### src/rtl/lpm_pkg.sv
package lpm_pkg;

  parameter int unsigned LPM_PERIOD_W = 16;

  typedef enum logic {
    LPM_EDGE_FALL = 1'b0,
    LPM_EDGE_RISE = 1'b1
  } lpm_edge_e;

endpackage

### src/rtl/lpm_sync_edge.sv
module lpm_sync_edge
  import lpm_pkg::*;
#(
  parameter int unsigned STAGES = 2
) (
  input  logic      clk,
  input  logic      rst_n,
  input  logic      async_i,
  input  lpm_edge_e sense_i,
  output logic      edge_o
);

  logic [STAGES-1:0] chain_q;
  logic              last_q;
  logic              level;

  // synchronizer chain, stage 0 faces the pin
  generate
    for (genvar g = 0; g < STAGES; g++) begin : g_stage
      if (g == 0) begin : g_first
        always_ff @(posedge clk) begin
          if (!rst_n) chain_q[0] <= 1'b0;
          else        chain_q[0] <= async_i;
        end
      end else begin : g_next
        always_ff @(posedge clk) begin
          if (!rst_n) chain_q[g] <= 1'b0;
          else        chain_q[g] <= chain_q[g-1];
        end
      end
    end
  endgenerate

  assign level = chain_q[STAGES-1];

  always_ff @(posedge clk) begin
    if (!rst_n) last_q <= 1'b0;
    else        last_q <= level;
  end

  always_comb begin
    unique case (sense_i)
      LPM_EDGE_RISE: edge_o = level & ~last_q;
      default:       edge_o = ~level & last_q;
    endcase
  end

  // a rising-sense edge needs the pin high two samples back
  p_rise_from_pin_r3: assert property (@(posedge clk) disable iff (!rst_n)
    (edge_o && sense_i == LPM_EDGE_RISE && STAGES == 2) |-> $past(async_i, 2));

  // a falling-sense edge needs the pin low two samples back
  p_fall_from_pin_r3: assert property (@(posedge clk) disable iff (!rst_n)
    (edge_o && sense_i == LPM_EDGE_FALL && STAGES == 2) |-> !$past(async_i, 2));

endmodule

### src/rtl/lpm_interval_counter.sv
module lpm_interval_counter
  import lpm_pkg::*;
#(
  parameter int unsigned W = LPM_PERIOD_W
) (
  input  logic         clk,
  input  logic         rst_n,
  input  logic         edge_i,
  output logic         cap_vld_o,
  output logic [W-1:0] cap_val_o
);

  localparam logic [W-1:0] CEIL = {W{1'b1}};
  localparam logic [W-1:0] ONE  = W'(1);

  logic [W-1:0] cnt_q;
  logic         armed_q;
  logic         at_ceil;

  assign at_ceil = (cnt_q == CEIL);

  // cnt_q holds cycles elapsed since the last edge (1 in the cycle after it)
  always_ff @(posedge clk) begin
    if (!rst_n) begin
      cnt_q <= '0;
    end else if (edge_i) begin
      cnt_q <= ONE;
    end else if (!at_ceil) begin
      cnt_q <= cnt_q + ONE;
    end
  end

  // armed after any edge; dropped when the interval reaches the ceiling
  always_ff @(posedge clk) begin
    if (!rst_n) begin
      armed_q <= 1'b0;
    end else if (edge_i) begin
      armed_q <= 1'b1;
    end else if (at_ceil) begin
      armed_q <= 1'b0;
    end
  end

  assign cap_vld_o = edge_i & armed_q & ~at_ceil;
  assign cap_val_o = cnt_q;

  p_count_step_r2: assert property (@(posedge clk) disable iff (!rst_n)
    (!edge_i && !at_ceil) |=> (cnt_q == $past(cnt_q) + ONE));

  p_restart_r2: assert property (@(posedge clk) disable iff (!rst_n)
    edge_i |=> (cnt_q == ONE && armed_q));

  p_ceiling_disarms_r7: assert property (@(posedge clk) disable iff (!rst_n)
    (at_ceil && !edge_i) |=> (at_ceil && !armed_q));

  p_capture_nonzero_r7: assert property (@(posedge clk) disable iff (!rst_n)
    cap_vld_o |-> (cap_val_o != '0 && cap_val_o != CEIL));

  // the edge that arms cannot also capture
  p_first_edge_only_arms_r4: assert property (@(posedge clk) disable iff (!rst_n)
    (edge_i && !armed_q) |-> !cap_vld_o);

endmodule

### src/rtl/lpm_period_hold.sv
module lpm_period_hold
  import lpm_pkg::*;
#(
  parameter int unsigned W = LPM_PERIOD_W
) (
  input  logic         clk,
  input  logic         rst_n,
  input  logic         cap_vld_i,
  input  logic [W-1:0] cap_val_i,
  output logic [W-1:0] period_o,
  output logic         upd_o
);

  logic [W-1:0] held_q;
  logic         upd_q;
  logic         differs;

  assign differs = (cap_val_i != held_q);

  always_ff @(posedge clk) begin
    if (!rst_n) begin
      held_q <= '0;
      upd_q  <= 1'b0;
    end else begin
      upd_q <= cap_vld_i & differs;
      if (cap_vld_i && differs) begin
        held_q <= cap_val_i;
      end
    end
  end

  assign period_o = held_q;
  assign upd_o    = upd_q;

  p_hold_idle_r6: assert property (@(posedge clk) disable iff (!rst_n)
    !cap_vld_i |=> ($stable(held_q) && !upd_q));

  p_load_value_r2: assert property (@(posedge clk) disable iff (!rst_n)
    cap_vld_i |=> (held_q == $past(cap_val_i)));

  p_strobe_on_change_r5: assert property (@(posedge clk) disable iff (!rst_n)
    upd_q |-> (held_q != $past(held_q)));

  p_change_has_strobe_r5: assert property (@(posedge clk) disable iff (!rst_n)
    (held_q != $past(held_q)) |-> upd_q);

endmodule

### src/rtl/line_period_meter.sv
module line_period_meter
  import lpm_pkg::*;
#(
  parameter int unsigned PERIOD_W    = LPM_PERIOD_W,
  parameter int unsigned SYNC_STAGES = 2
) (
  input  logic                clk,
  input  logic                rst_n,
  input  logic                hsync_i,
  input  logic                edge_rise_i,
  output logic [PERIOD_W-1:0] period_o,
  output logic                period_upd_o
);

  lpm_edge_e             sense;
  logic                  act_edge;
  logic                  cap_vld;
  logic [PERIOD_W-1:0]   cap_val;

  assign sense = edge_rise_i ? LPM_EDGE_RISE : LPM_EDGE_FALL;

  lpm_sync_edge #(
    .STAGES (SYNC_STAGES)
  ) u_sync_edge (
    .clk     (clk),
    .rst_n   (rst_n),
    .async_i (hsync_i),
    .sense_i (sense),
    .edge_o  (act_edge)
  );

  lpm_interval_counter #(
    .W (PERIOD_W)
  ) u_counter (
    .clk       (clk),
    .rst_n     (rst_n),
    .edge_i    (act_edge),
    .cap_vld_o (cap_vld),
    .cap_val_o (cap_val)
  );

  lpm_period_hold #(
    .W (PERIOD_W)
  ) u_hold (
    .clk       (clk),
    .rst_n     (rst_n),
    .cap_vld_i (cap_vld),
    .cap_val_i (cap_val),
    .period_o  (period_o),
    .upd_o     (period_upd_o)
  );

  p_reset_clears_r1: assert property (@(posedge clk)
    !rst_n |=> (period_o == '0 && !period_upd_o));

endmodule

### config.mk
export PLATFORM = sky130hd
export DESIGN_NAME = line_period_meter
export DESIGN_NICKNAME = d
export VERILOG_FILES = /design/src/rtl/lpm_pkg.sv /design/src/rtl/lpm_sync_edge.sv /design/src/rtl/lpm_interval_counter.sv /design/src/rtl/lpm_period_hold.sv /design/src/rtl/line_period_meter.sv
export SDC_FILE = /design/constraint.sdc
export NUM_CORES = 1
export LEC_CHECK = 0
export BUFFER_PORTS_ARGS = -buffer_cell sky130_fd_sc_hd__buf_2
export CAP_MARGIN = 5
export CORE_MARGIN = 3
export CORE_UTILIZATION = 25
export DETAILED_ROUTE_END_ITERATION = 10
export PLACE_DENSITY_LB_ADDON = 0.3
export SLEW_MARGIN = 10
export SYNTH_ARGS = -nofsm -noshare
export SYNTH_HDL_FRONTEND = slang
export SYNTH_SLANG_ARGS = --single-unit
### constraint.sdc
create_clock -name clk -period 5.6 [get_ports clk]
set_clock_uncertainty 0.1 [all_clocks]
set_input_delay 0.28 -clock clk [delete_from_list [all_inputs] [get_ports clk]]
set_output_delay 0.28 -clock clk [all_outputs]
set_load 0.01 [all_outputs]
==> results of run 1 <==
[cell usage after synthesis]
cell type	count	area (um^2)
or3_1	1	6.26
ha_1	1	12.5
and4_1	2	17.5
and2_1	3	18.8
nor4_1	1	6.26
nand4_4	1	21.3
nand3_1	4	20.0
buf_12	1	20.0
xnor2_1	22	193
a31oi_1	1	6.26
buf_6	5	56.3
nand2_2	1	6.26
nor2_1	18	67.6
nor3b_1	1	7.51
xor2_1	6	52.6
nand4_1	9	56.3
dfxtp_1	37	741
buf_2	2	10.0
and3_1	2	12.5
a21oi_1	5	25.0
nand2_1	42	158
nand2b_1	1	6.26
nor3_1	5	25.0
mux2i_1	19	190
inv_1	2	7.51
o31ai_1	1	7.51
and4_2	2	20.0
clkbuf_1	5	18.8
[registers in the layout, summed over array words and instances (netlist names)]
name / cells
u_counter.cap_val_o: 16
u_hold.period_o: 16
u_counter.armed_q: 1
u_hold.upd_o: 1
u_sync_edge.chain_q: 1
u_sync_edge.last_q: 1
u_sync_edge.level: 1
[stage by stage]
| stage | total power [mW] | hold slack [ps] |
|---|---|---|
| 2_1_floorplan | 0.290 | 307 |
| 3_3_place_gp | 0.294 | 322 |
| 3_5_place_dp | 0.295 | 321 |
| 4_1_cts | 0.531 | 72.2 |
| 5_1_grt | 0.543 | 87.5 |
| 6_report | 0.523 | 83.1 |
[layer usage]
metal | routed length, um | global-route usage, % | vias to the layer above
li1 | - | - | 695
met1 | 1870 | 13.1 | 622
met2 | 1620 | 13.7 | 31
met3 | 197 | 2.92 | 7
met4 | 61 | 4.34 | 0
met5 | 0 | 0 | -
[worst paths after layout]
check	startpoint	endpoint	slack, ps
setup / recovery	u_counter.cap_val_o[0]$_SDFFE_PN0P_	u_hold.period_o[13]$_SDFFE_PN0P_	3120
hold / removal	hsync_i	u_sync_edge.chain_q[0]$_SDFF_PN0_	80
setup reg to reg	u_counter.cap_val_o[0]$_SDFFE_PN0P_	u_hold.period_o[13]$_SDFFE_PN0P_	3120
hold reg to reg	u_sync_edge.chain_q[0]$_SDFF_PN0_	u_sync_edge.level$_SDFF_PN0_	340
[kinds of logic (layout without fill, tap and decap cells)]
kind of cell               count (synthesis)  in the layout  synth area share [%]
DFF                                       37             37                  41.4
AOI/OAI and AO/OA                          7              7                  2.17
xor gates and xnor gates                  28             28                  13.7
and+or+nand+nor                           93             93                  25.1
adders and majority gates                  1              1                 0.699
buffers and inverters                     15             30                  6.29
muxes                                     19             19                  10.6
[power by group]
group	total, mW	leakage, nW	switching [mW]	internal (mW)
combinational	0.0180	0.466	0.0117	0.00636
sequential	0.270	0.299	0.00399	0.266
clock	0.235	0.0543	0.102	0.133
[cell type report]
cell class / instances / area share [%]
tap: 96 / 5.95
multi-input combinational: 148 / 46.3
sequential: 37 / 36.7
inverter: 2 / 0.372
clock buffer: 5 / 3.41
clock inverter: 3 / 2.29
timing repair buffer: 20 / 4.96
==> flow_metrics.env, run 1 <==
export IMPL_status="complete, no violations"
export IMPL_min_path_cells=2
export IMPL_h_tree_depth=2
export IMPL_yosysWarnings=0
export IMPL_required_ps=5720
export IMPL_postSynthCellCount=200
export IMPL_dpl_cell_area_mm2=0.00190
export IMPL_fin_area_mm2=0.00202
export IMPL_syn_area_mm2=0.00179
export IMPL_fin_crit_sh_pct=44.3
export IMPL_hold_buffers=0
export IMPL_grt_pass1_vias=1276
export IMPL_cts_made_buffers=5
export IMPL_drv_slew=0
export IMPL_power_density_mw_per_mm2=259
export IMPL_dp_cells=303
export IMPL_crit_path_start_kind="flop"
export IMPL_place_port_buffers=20
export IMPL_via_per_inst=4.36
export IMPL_cts_tree="yes"
export IMPL_ys_ff_latch=37
export IMPL_worstMarginPinSlew_ps=980
export IMPL_die_height_um=90.6
export IMPL_overflow=0
export IMPL_yosysSeqAreaShare_pct=41.4
export IMPL_multi_input_area_um2=936
export IMPL_die_w_um=90.6
export IMPL_drt_iter0_markers=87
export IMPL_slew_headroom_pct=34.7
export IMPL_period_minus_slack_ps=2480
export IMPL_syn2layout_area_growth_pct=12.9
export IMPL_reg2reg_depth=6
export IMPL_fp_row_count=30
export IMPL_worst_path_buf_inv=0
export IMPL_postCtsSetupRepairBufs=0
export IMPL_initial_core_util_pct=26.0
export IMPL_drc=0
export IMPL_worstSkewPairLatency_ps=300
export IMPL_wl_um=3750
export IMPL_utilization_pct=29.4
export IMPL_core_area_mm2=0.00687
export IMPL_antenna_found_initial=0
export IMPL_cts_root_buffer="clkbuf_8"
export IMPL_crit_slowest_cell="or3_1"
export IMPL_clk_path_buf_depth=2
export IMPL_fillers=721
export IMPL_grt_max_degree=38
export IMPL_fin_tns_setup_ps=0
export IMPL_wire_per_inst_um=12.1
export IMPL_final_cells=311
export IMPL_avgSynthCellArea_um2=8.95
export IMPL_cp_data_arrival_time_ps=2600
export IMPL_fin_ws_ps=3120
export IMPL_ys_types=28
export IMPL_clk_pin_slew_worst_paths_ps=80
export IMPL_register_area_um2=741
export IMPL_hold_path_class="in2reg"
export IMPL_dpl_worst_slack_ps=3100
export IMPL_setup_violations=0
export IMPL_mostFrequentLayoutCell="nand2_1"
export IMPL_criticalPathCategory="reg2reg"
export IMPL_n_antenna_cell=0
export IMPL_max_freq_mhz=403
export IMPL_cts_resized_gates=0
export IMPL_p_leak_nw=0.820
export IMPL_path_cells="ha_1, and4_1, nand4_4, nand2_2, or3_1, mux2i_1"
export IMPL_ios=21
export IMPL_cap_violations=0
export IMPL_crit_fanout=17
export IMPL_critPathCaptureType="flop"
export IMPL_irDropWorstVdd_v=0.000133
export IMPL_drive_above_1_share_pct=14.9
export IMPL_die_area_mm2=0.00821
export IMPL_synthesis_nets=205
export IMPL_finalNetCount=219
export IMPL_gp_congestion=0.733
export IMPL_track_usage_pct=9.58
export IMPL_final_cell_mix="nand2_1 (42), dfxtp_1 (37), xnor2_1 (22)"
export IMPL_postRouteAntennaNets=0
export IMPL_final_hold_violation_count=0
export IMPL_clock_sinks=37
export IMPL_rsz0062_at_grt="false"
export IMPL_num_vias=1355
export IMPL_grt_pass1_wl_um=6320
export IMPL_firstDrtPassIters=4
export IMPL_slowest_delay_ps=760
export IMPL_hpwlAfterDp_um=2610
export IMPL_cp_depth=6
export IMPL_cpLargestDelayFamily="simple AND/OR/NAND/NOR gates"
Power figures use the tool's default switching activity.
==> run 2: changes to the inputs <==
clock period = 2.6 ns   (was 5.6 ns; I/O delays follow)
==> run 2 against run 1 <==
  * Flip-flop and latch count is the same
  * Die area unchanged
  * Final cell count increased by 1.3%
  * Register-to-register slack lost 2500 ps
  * First-iteration DRC count shrank 54%
  * Sequential power is 120% higher
  * Total power rose by 120%
  * Sequential share of layout area fell by 0.60 points
  * Clock-buffer cell count grew 2
  * Core utilization grew 0.49 points
  * Largest power group unchanged
==> flow_metrics.env, run 2 (same netlist as run 1, synthesis figures left out) <==
export IMPL_period_minus_slack_ps=1980
export IMPL_core_area_mm2=0.00687
export IMPL_firstDrtPassIters=4
export IMPL_crit_path_start_kind="flop"
export IMPL_die_area_mm2=0.00821
export IMPL_status="complete, no violations"
export IMPL_drc=0
export IMPL_min_path_cells=5
export IMPL_max_freq_mhz=506
export IMPL_place_port_buffers=20
export IMPL_reg2reg_to="u_hold.period_o[9]$_SDFFE_PN0P_"
export IMPL_reg2reg_depth=7
export IMPL_hold_buffers=1
export IMPL_via_per_inst=4.28
export IMPL_grt_pass1_wl_um=6150
export IMPL_wl_um=3620
export IMPL_drt_iter0_markers=40
export IMPL_final_cell_mix="nand2_1 (42), dfxtp_1 (37), xnor2_1 (22)"
export IMPL_postRouteAntennaNets=0
export IMPL_crit_fanout=9
export IMPL_worstReg2RegStart="u_counter.cap_val_o[0]$_SDFFE_PN0P_"
export IMPL_gr_usage_met3_pct=3.42
export IMPL_die_height_um=90.6
export IMPL_final_hold_violation_count=0
export IMPL_cap_violations=0
export IMPL_n_antenna_cell=0
export IMPL_use_met2_pct=13.9
export IMPL_fin_area_mm2=0.00205
export IMPL_required_ps=2670
export IMPL_antenna_found_initial=0
export IMPL_syn2layout_area_growth_pct=14.8
export IMPL_fin_crit_sh_pct=76.1
export IMPL_postCtsSetupRepairBufs=0
export IMPL_rsz0062_at_grt="false"
export IMPL_drive_above_1_share_pct=15.5
export IMPL_worstHoldStart="edge_rise_i"
export IMPL_cts_resized_gates=0
export IMPL_overflow=0
export IMPL_clk_pin_slew_worst_paths_ps=70
export IMPL_worstMarginPinSlew_ps=541
export IMPL_hpwlAfterDp_um=2610
export IMPL_clock_sinks=37
export IMPL_worstSkewPairLatency_ps=280
export IMPL_gp_congestion=0.759
export IMPL_cts_made_buffers=5
export IMPL_cts_tree="yes"
export IMPL_crit_end="u_hold.period_o[9]$_SDFFE_PN0P_"
export IMPL_dpl_cell_area_mm2=0.00193
export IMPL_cp_data_arrival_time_ps=2050
export IMPL_irDropWorstVdd_v=0.000167
export IMPL_grt_max_degree=37
export IMPL_met1_usage_pct=12.4
export IMPL_fp_row_count=30
export IMPL_h_tree_depth=2
export IMPL_finalNetCount=223
export IMPL_num_vias=1349
export IMPL_track_usage_pct=9.44
export IMPL_fin_tns_setup_ps=0
export IMPL_busiest_layer="met2"
export IMPL_hold_path_class="in2reg"
export IMPL_setup_violations=0
export IMPL_die_w_um=90.6
export IMPL_critPathCaptureType="flop"
export IMPL_cts_root_buffer="clkbuf_8"
export IMPL_startpoint="u_counter.cap_val_o[0]$_SDFFE_PN0P_"
export IMPL_drv_slew=0
export IMPL_criticalPathCategory="reg2reg"
export IMPL_clk_path_buf_depth=2
export IMPL_power_density_mw_per_mm2=553
export IMPL_grt_pass1_vias=1239
export IMPL_mostFrequentLayoutCell="nand2_1"
export IMPL_ios=21
export IMPL_wire_per_inst_um=11.5
export IMPL_p_leak_nw=0.841
export IMPL_reg2reg_slack_ps=620
export IMPL_slew_headroom_pct=63.9
export IMPL_initial_core_util_pct=26.0
run 2: worst min path at each step:
stage | end | slack, ps
3_5_place_dp | u_sync_edge.chain_q[0]$_SDFF_PN0_ | 250
6_report | u_counter.armed_q$_SDFFE_PN0P_ | 220
4_1_cts | u_counter.armed_q$_SDFFE_PN0P_ | 230
3_3_place_gp | u_sync_edge.chain_q[0]$_SDFF_PN0_ | 240
2_1_floorplan | u_sync_edge.chain_q[0]$_SDFF_PN0_ | 160
5_1_grt | u_counter.cap_val_o[0]$_SDFFE_PN0P_ | 260
run 2: critical path: stages (launching register included):
cell and delay (ps):
dfxtp_1 380, ha_1 260, and4_1 250, nand4_4 150
nand2_2 70, or3_1 320, buf_4 200, mux2i_1 130
run 2: through the flow:
stage | setup WS (ps) | instances | utilization [%] | hold WS (ps) | power, mW
global route | 425 | 315 | 29.9 | 257 | 1.19
CTS | 624 | 315 | 29.9 | 226 | 1.15
floorplan | 664 | 200 | - | 157 | 0.625
finish | 623 | 315 | 29.9 | 224 | 1.14
global placement | 665 | 306 | 28.1 | 243 | 0.636
detailed placement | 637 | 306 | 28.1 | 246 | 0.635
run 2: final cells by class:
class	instances	area, um^2
clock buffers	7	86.3
clock inverters	1	30.0
fillers	725	4820
inverters	2	7.51
multi-input cells	148	936
flip-flops and latches	37	741
well taps	96	120
repair buffers	24	133
run 2: routing by layer:
layer	vias up	wire length, um	part of all wire (%)
met2	18	1580	43
met5	-	0	0
met4	0	64	1.8
met1	624	1830	50
li1	701	-	-
met3	6	155	4.3
run 2: report_power, final:
part           switching (mW)  leakage [nW]  internal, mW
Sequential            0.00872         0.299         0.573
Combinational          0.0248         0.484        0.0157
Clock                   0.200        0.0585         0.313
==> run 3: changes to the inputs <==
ABC_AREA = 1   (was default)
clock period = 1.65 ns   (was 2.6 ns; I/O delays follow)
==> run 3 against run 2 <==
  * The run now ends with setup timing left
  * Hold slack improved by 23 ps
  * Clock power increased by 17%
  * Final area increased by 54%
  * Register-to-register slack got worse by 680 ps
  * Non-clock buffer count increased by 51
  * Setup slack got worse by 680 ps
  * Global-route usage increased by 3.6 points
  * Combinational power increased to 9.4 times the previous value
  * Critical path type unchanged
  * Critical path depth increased by 4
  * Critical endpoint is now u_hold.period_o[7]$_SDFFE_PN0P_
  * Via count increased by 62%
  * Sequential power increased by 58%
==> flow_metrics.env, run 3 <==
export IMPL_status="complete, but fails checks"
export IMPL_violations="setup timing"
export IMPL_cap_violations=0
export IMPL_wl_um=6410
export IMPL_fp_row_count=31
export IMPL_async_reset_ff_share_pct=0
export IMPL_path_cells="ha_4, nand3_4, inv_4, nand2_4, nor2_4, buf_6, buf_12, nor2_4, nand3_1, nand2_1, nor2_1"
export IMPL_hpwlAfterDp_um=3620
export IMPL_synth_mux_area_share_pct=0
export IMPL_h_tree_depth=2
export IMPL_required_ps=1740
export IMPL_critical_path_most_common_cell="nor2_4"
export IMPL_wire_per_inst_um=13.1
export IMPL_synth_simple_gate_area_share_pct=36.9
export IMPL_worstReg2RegStart="u_counter.cap_val_o[0]$_SDFFE_PN0P_"
export IMPL_drv_slew=0
export IMPL_postRouteAntennaNets=0
export IMPL_irDropWorstVdd_v=0.000436
export IMPL_worstHoldStart="edge_rise_i"
export IMPL_synth_top_area_share_pct=37.2
export IMPL_fin_crit_sh_pct=103
export IMPL_period_minus_slack_ps=1700
export IMPL_critPathCaptureType="flop"
export IMPL_finalPower_mw=1.90
export IMPL_overflow=0
export IMPL_clk_pin_slew_worst_paths_ps=70
export IMPL_worstSkewPairLatency_ps=290
export IMPL_syn2layout_area_growth_pct=58.6
export IMPL_drc=0
export IMPL_yosysSeqAreaShare_pct=37.2
export IMPL_criticalPathCategory="reg2reg"
export IMPL_final_cells=488
export IMPL_worstMarginPinSlew_ps=347
export IMPL_die_w_um=95.2
export IMPL_num_vias=2184
export IMPL_synth_edff_count=0
export IMPL_drive_above_1_share_pct=44.7
export IMPL_holdPathEnd="u_counter.armed_q$_SDFFE_PN0P_"
export IMPL_setup_violations=12
export IMPL_die_height_um=95.2
export IMPL_cts_made_buffers=5
export IMPL_crit_fanout=8
export IMPL_synthTopCellsByArea="dfxtp_1 (37%), nand2_1 (19%), inv_1 (8.7%)"
export IMPL_firstDrtPassIters=4
export IMPL_syn_area_mm2=0.00199
export IMPL_final_hold_violation_count=0
export IMPL_cts_root_buffer="clkbuf_8"
export IMPL_reg2reg_to="u_hold.period_o[7]$_SDFFE_PN0P_"
export IMPL_place_port_buffers=20
export IMPL_core_area_mm2=0.00749
export IMPL_power_density_mw_per_mm2=602
export IMPL_hold_path_class="in2reg"
export IMPL_slew_headroom_pct=76.8
export IMPL_finalNetCount=395
export IMPL_yosysWarnings=0
export IMPL_synthFlopType="dfxtp_1"
export IMPL_synth_adder_area_share_pct=0.629
export IMPL_fin_ws_ps=-54.7
export IMPL_n_antenna_cell=0
export IMPL_cpLargestDelayFamily="simple AND/OR/NAND/NOR gates"
export IMPL_via_per_inst=4.48
export IMPL_grt_max_degree=21
export IMPL_yosysMostFrequentCell="nand2_1"
export IMPL_crit_path_start_kind="flop"
export IMPL_min_path_cells=5
export IMPL_synth_xor_area_share_pct=1.76
export IMPL_avgSynthCellArea_um2=6.32
export IMPL_slowest_delay_ps=340
export IMPL_postSynthCellCount=315
export IMPL_mostFrequentLayoutCell="nand2_1"
export IMPL_ys_ff_latch=37
export IMPL_grt_pass1_wl_um=9200
export IMPL_rsz0062_at_grt="true"
export IMPL_clock_sinks=37
export IMPL_p_leak_nw=1.42
export IMPL_synth_top_cell_by_area="dfxtp_1"
export IMPL_cts_tree="yes"
export IMPL_drt_iter0_markers=98
export IMPL_ios=21
export IMPL_gp_congestion=0.820
export IMPL_clk_path_buf_depth=2
export IMPL_synth_compound_area_share_pct=10.0
export IMPL_synth_top_family_by_area="simple AND/OR/NAND/NOR gates"
export IMPL_initial_core_util_pct=26.6
export IMPL_track_usage_pct=13.0
export IMPL_ys_types=21
export IMPL_antenna_found_initial=0
export IMPL_grt_pass1_vias=1914
export IMPL_cp_data_arrival_time_ps=1790
export IMPL_reg2reg_depth=11
export IMPL_synthesis_nets=320
export IMPL_max_freq_mhz=587
export IMPL_reg2reg_slack_ps=-50
export IMPL_synth_top_cells_by_count="nand2_1 (102), inv_1 (46), dfxtp_1 (37)"
export IMPL_worst_path_buf_inv=3
export IMPL_dp_cells=460
export IMPL_crit_slowest_cell="dfxtp_2"
export IMPL_final_cell_mix="nand2_1 (82), inv_1 (39), buf_4 (29)"
export IMPL_die_area_mm2=0.00906
==> run 3: cell count changes in the layout (fill, tap and decap cells not counted), moves of 11 or more <==
| cell | change |
|---|---|
| inv_1 | +37 |
| dfxtp_2 | +18 |
| buf_6 | +15 |
| nand2_2 | +16 |
| nand2_1 | +40 |
| buf_4 | +26 |
| xnor2_1 | -22 |
| mux2i_1 | -19 |
| dfxtp_1 | -19 |
| nand3_2 | +11 |
| a21oi_2 | +16 |
==> run 3: cell type report <==
type,count,area (um^2)
fillers,769,4330
multi-input cells,222,1290
flip-flops and latches,37,767
repair buffers,75,697
inverters,49,198
well taps,99,124
clock buffers,5,68.8
clock inverters,1,5.00
==> run 3: metal layers <==
metal	up-vias	routed length, um	GRT usage [%]
met4	0	55	3.25
met1	1011	3050	18.1
met3	7	232	2.76
li1	1133	-	-
met2	33	3070	20.5
met5	-	0	0
==> run 3: worst max-delay path by stage <==
| stage | startpoint | cells past startpoint | end | slack [ps] |
|---|---|---|---|---|
| 6_report | u_counter.cap_val_o[0]$_SDFFE_PN0P_ | 11 | u_hold.period_o[7]$_SDFFE_PN0P_ | -50 |
| 5_1_grt | u_counter.cap_val_o[0]$_SDFFE_PN0P_ | 11 | u_hold.period_o[15]$_SDFFE_PN0P_ | -110 |
| 4_1_cts | u_counter.cap_val_o[12]$_SDFFE_PP0P_ | 11 | u_hold.period_o[12]$_SDFFE_PN0P_ | -8 |
| 3_5_place_dp | u_counter.cap_val_o[0]$_SDFFE_PN0P_ | 9 | u_hold.period_o[12]$_SDFFE_PN0P_ | -260 |
| 3_3_place_gp | u_counter.cap_val_o[0]$_SDFFE_PN0P_ | 9 | u_hold.period_o[8]$_SDFFE_PN0P_ | -220 |
| 2_1_floorplan | u_counter.cap_val_o[0]$_SDFFE_PN0P_ | 9 | u_hold.period_o[10]$_SDFFE_PN0P_ | 10 |
==> run 3: kinds of logic (layout without fill, tap and decap cells) <==
| kind of cell | count (synthesis) | after routing |
|---|---|---|
| AND/OR/NAND/NOR | 177 | 179 |
| adder cells (fa/ha/maj) | 1 | 1 |
| AO/OA/AOI/OAI | 38 | 38 |
| buffers and inverters | 58 | 130 |
| flip-flops | 37 | 37 |
| XOR/XNOR | 4 | 4 |
==> run 3: timing repair <==
| item | 4_1_cts | 5_1_grt |
|---|---|---|
| endpoints found under the setup margin | 20 | 32 |
| pin swaps | 5 | 30 |
| endpoints found under the hold margin | 4 | 0 |
| hold buffers | 2 | 0 |
| buffers inserted | 7 | 6 |
| gates resized for setup | 24 | 101 |
| cloned | 2 | 5 |
==> run 3: tightest hold or removal path: stages <==
cell and delay [ps]:
buf_2 90, o21ai_0 120, buf_4 170, a21oi_2 90, nor2_1 40
==> run 3: per-stage QoR <==
step	TNS [ps]	setup WS, ps	cell area [um^2]	util, %	hold WS (ps)
2_1_floorplan	0	13.8	1990	-	80.1
5_1_grt	-2100	-111	3150	42.1	275
3_5_place_dp	-3970	-262	2390	32.0	174
4_1_cts	-9.41	-8.43	2650	35.4	227
6_report	-356	-54.7	3150	42.1	247
3_3_place_gp	-3640	-220	2390	32.0	169
==> run 3: power by group <==
group	leakage, nW	internal (mW)	switching (mW)
clock network	0.0399	0.278	0.323
registers	0.309	0.905	0.0127
logic	1.07	0.181	0.198
